===== src/rtl/hs_stage_ctrl.sv =====
module hs_stage_ctrl #(
  parameter int SYNC_STAGES = 2
) (
  input  logic clk,
  input  logic rst,
  input  logic up_req,
  output logic up_ack,
  output logic cap_en,
  input  logic proc_done,
  output logic dn_req,
  input  logic dn_ack,
  output logic busy
);

  typedef enum logic [1:0] {S_IDLE, S_WORK, S_DREQ, S_DREL} st_t;

  st_t state;
  logic [SYNC_STAGES-1:0] req_sh, ack_sh;
  logic req_s, ack_s, accept;

  always_ff @(posedge clk) begin
    if (rst) begin
      req_sh <= '0;
      ack_sh <= '0;
    end else begin
      req_sh <= {req_sh[SYNC_STAGES-2:0], up_req};
      ack_sh <= {ack_sh[SYNC_STAGES-2:0], dn_ack};
    end
  end

  assign req_s  = req_sh[SYNC_STAGES-1];
  assign ack_s  = ack_sh[SYNC_STAGES-1];
  assign accept = (state == S_IDLE) && req_s && !up_ack;
  assign busy   = (state != S_IDLE);
  assign dn_req = (state == S_DREQ);

  always_ff @(posedge clk) begin
    if (rst) begin
      state  <= S_IDLE;
      up_ack <= 1'b0;
      cap_en <= 1'b0;
    end else begin
      cap_en <= accept;
      if (accept) up_ack <= 1'b1;
      else if (!req_s) up_ack <= 1'b0;
      case (state)
        S_IDLE: if (accept) state <= S_WORK;
        S_WORK: if (proc_done) state <= S_DREQ;
        S_DREQ: if (ack_s) state <= S_DREL;
        S_DREL: if (!ack_s) state <= S_IDLE;
        default: state <= S_IDLE;
      endcase
    end
  end

  a_r4_cap_one_cycle: assert property (@(posedge clk) disable iff (rst)
    cap_en |=> !cap_en);

  a_r3_accept_signals: assert property (@(posedge clk) disable iff (rst)
    cap_en |-> (up_ack && busy));

  a_r2_accept_from_idle: assert property (@(posedge clk) disable iff (rst)
    $rose(busy) |-> $past(!up_ack));

  a_r5_ack_held: assert property (@(posedge clk) disable iff (rst)
    (up_ack && req_s) |=> up_ack);

  a_r6_req_after_done: assert property (@(posedge clk) disable iff (rst)
    $rose(dn_req) |-> $past(proc_done));

  a_r7_busy_covers_req: assert property (@(posedge clk) disable iff (rst)
    $fell(dn_req) |-> busy);

  a_r8_busy_clear_after_ack: assert property (@(posedge clk) disable iff (rst)
    $fell(busy) |-> (!ack_s && !dn_req));

endmodule


===== config.mk =====
export PLATFORM = sky130hd
export DESIGN_NAME = hs_stage_ctrl
export DESIGN_NICKNAME = d
export VERILOG_FILES = /design/src/rtl/hs_stage_ctrl.sv
export SDC_FILE = /design/constraint.sdc
export NUM_CORES = 1
export LEC_CHECK = 0
export ABC_CLOCK_PERIOD_IN_PS = 1400
export BUFFER_PORTS_ARGS = -buffer_cell sky130_fd_sc_hd__buf_2
export CORE_AREA = 2 2 39 41
export CTS_CLUSTER_DIAMETER = 60
export DETAILED_ROUTE_END_ITERATION = 16
export DIE_AREA = 0 0 41 43
export PLACE_DENSITY = 0.47
export SKIP_CTS_REPAIR_TIMING = 1
export SLEW_MARGIN = 5
export SYNTH_ARGS = -nofsm -noshare
export SYNTH_HDL_FRONTEND = slang
export SYNTH_SLANG_ARGS = --single-unit

===== constraint.sdc =====
create_clock -name clk -period 1.4 [get_ports clk]
set_input_delay 0.14 -clock clk [delete_from_list [all_inputs] [get_ports clk]]
set_output_delay 0.14 -clock clk [all_outputs]
set_load 0.01 [all_outputs]

==> impl_metrics.py <==
metrics = {
    "outcome": {
        "status": "complete, but fails checks",
        "violations": "setup timing",
    },
    "floorplanning": {
        "core_mm2": 0.00138,
        "rows": 14,
        "die_w_um": 41,
        "io_pins": 9,
        "die-area_mm2": 0.00176,
        "die_y_um": 43,
        "start_util": 0.274,
    },
    "routing": {
        "firstDrtPassIters": 1,
        "drtAntennaViolNets": 0,
        "drt-initial-drc-count": 0,
        "wl_um": 677,
        "wire_per_inst_um": 10.7,
        "post_drt_via_cell_ratio": 4.16,
        "drc_errors": 0,
        "via_count": 262,
    },
    "synthesis": {
        "syn_area_um2": 379,
        "synth-seq-cells": 8,
        "syn_inst": 34,
        "ys_seq_area_frac": 0.422,
        "yosysUniqueCellTypes": 14,
        "syn_area_per_cell_um2": 11.2,
        "ys_warn_count": 0,
        "syn_nets": 44,
    },
    "global_routing": {
        "gr-usage-all-layers": 0.0918,
        "antenna_found_initial": 0,
        "grt_overflow_total": 0,
        "grt_max_degree": 11,
        "grt_pass1_vias": 238,
        "grt_pass1_wl_um": 1000,
    },
    "timing": {
        "min_period_ns": 1.41,
        "setup_ws_ns": -0.00829,
        "finClkSkew_ns": 0.000541,
        "slew_headroom": 0.836,
        "fin_crit_sh": 1.01,
        "setup_viol": 1,
        "fmax_mhz": 710,
        "finalMaxSlewViolations": 0,
        "rsz0062_at_grt": "true",
        "worst_slew_pin_slew_ns": 0.245,
        "holdWs_ns": 0.0993,
        "hold_violations": 0,
    },
    "clocking": {
        "cts_buffers": 3,
        "clkLatencyLatePin_ns": 0.24,
        "cts_buffer_depth": 2,
        "clock_sinks": 8,
        "cts_tree": "built",
        "clkTransAtPathRegs_ns": 0.05,
        "cts.htree.levels": 1,
        "root_buffer": "clkbuf_4",
    },
    "critical_path": {
        "r2r_slack_ns": -0.008,
        "worst-path-max-fanout": 4,
        "cp.required_ns": 1.57,
        "arrival_ns": 1.58,
        "critical_path_class": "reg2reg",
        "start_kind": "register",
        "cp-end-kind": "register",
    },
    "finish": {
        "drive_gt1_frac": 0.468,
        "layout.cells.non_filler": 63,
        "fin_nets": 59,
        "nFillCells": 154,
        "final_area_um2": 498,
        "syn_to_final_growth_pct": 31.4,
        "diodes": 0,
    },
    "job": {
        "cap_violations": 0,
    },
    "pwr": {
        "powerDensity_mw_per_mm2": 1510,
        "vdd_drop_max_v": 0.000521,
        "p_leak_nw": 0.224,
    },
    "min_path": {
        "worstHoldPathType": "in2reg",
    },
    "placement": {
        "pre_cts_slack_ns": -0.0233,
        "dp_hpwl_um": 487,
        "place.gp.congestion": 0.636,
        "dp.cells": 58,
        "placed_area_um2": 445,
        "portBuffers": 8,
    },
}
-- flip-flops by register name, indices dropped and copies added (netlist names) --
signal	flops
ack_sh	2
state	2
cap_en	1
req_sh	2
up_ack	1
-- kinds of logic (layout without fill, tap and decap cells) --
logic type,after synthesis,in the layout,synth area share
AND/OR/NAND/NOR,12,12,0.208
flip-flops,8,8,0.422
adder cells (fa/ha/maj),5,5,0.165
buffers and inverters,4,17,0.0396
multiplexers,3,3,0.0924
AO/OA/AOI/OAI,2,2,0.0726
-- cell usage after synthesis --
master	n	area, um2
o21bai_1	1	7.51
nor3b_1	1	7.51
mux2i_1	2	20.0
nor2b_1	4	25.0
mux2_4	1	15.0
nor4b_1	1	8.76
inv_1	3	11.3
clkbuf_1	1	3.75
nor2_1	1	3.75
dfxtp_1	8	160
ha_1	5	62.6
nand2b_1	4	25.0
a211oi_4	1	20.0
nor2b_2	1	8.76
-- cell type report --
cell class / instances / area, um2 / share of cell area
flip-flops and latches: 8 / 163 / 0.327
well taps: 16 / 20.0 / 0.0402
repair buffers: 11 / 62.6 / 0.126
clock buffers: 3 / 22.5 / 0.0452
inverters: 3 / 11.3 / 0.0226
multi-input cells: 22 / 219 / 0.440
-- cells in the final DEF (no fill, tap or decap) --
cell type,count
ha_4,1
o21bai_1,1
dfxtp_1,6
nor4b_1,1
inv_1,2
mux2i_1,2
nand2b_1,4
buf_2,8
nor2b_2,1
nor2_1,1
nor3b_1,1
buf_4,3
inv_2,1
dfxtp_2,2
a211oi_4,1
clkbuf_4,3
mux2_4,1
ha_1,3
nor2b_1,4
ha_2,1
-- where the power goes --
group | total, mW | internal [mW] | switching [mW]
clock | 0.167 | 0.0975 | 0.0699
combinational | 0.298 | 0.157 | 0.141
sequential | 0.286 | 0.259 | 0.0275
total | 0.751 | 0.513 | 0.239
-- per-stage QoR --
stage | total power [mW] | util | TNS [ns]
after floorplan | 0.466 | - | 0
after global placement | 0.529 | 0.322 | 0
after detailed placement | 0.540 | 0.322 | -0.0336
after CTS | 0.715 | 0.338 | -0.119
after global routing | 0.810 | 0.360 | -0.132
final | 0.751 | 0.360 | -0.00829
-- worst paths after layout --
path                    startpoint                    end  cells after the start
min reg2reg   req_sh[0]$_SDFF_PP0_   req_sh[1]$_SDFF_PP0_                      1
max reg2reg  state[0]$_SDFFE_PP0P_  state[1]$_SDFFE_PP0P_                      5
max          state[0]$_SDFFE_PP0P_  state[1]$_SDFFE_PP0P_                      5
min                         dn_ack   ack_sh[0]$_SDFF_PP0_                      2
-- worst max-delay path, cell delays in order (launching register included) --
cell and delay, ns:
dfxtp_2 0.35, inv_2 0.06, ha_4 0.16, mux2_4 0.28
a211oi_4 0.27, mux2i_1 0.21
-- metal layers --
layer | up-vias | wire length, um | GRT usage
li1 | 134 | - | -
met1 | 120 | 264 | 0.101
met2 | 6 | 373 | 0.122
met3 | 2 | 33 | 0.0471
met4 | 0 | 5 | 0.0800
met5 | - | 0 | 0
Note: power is estimated with default switching activity, not from simulation.
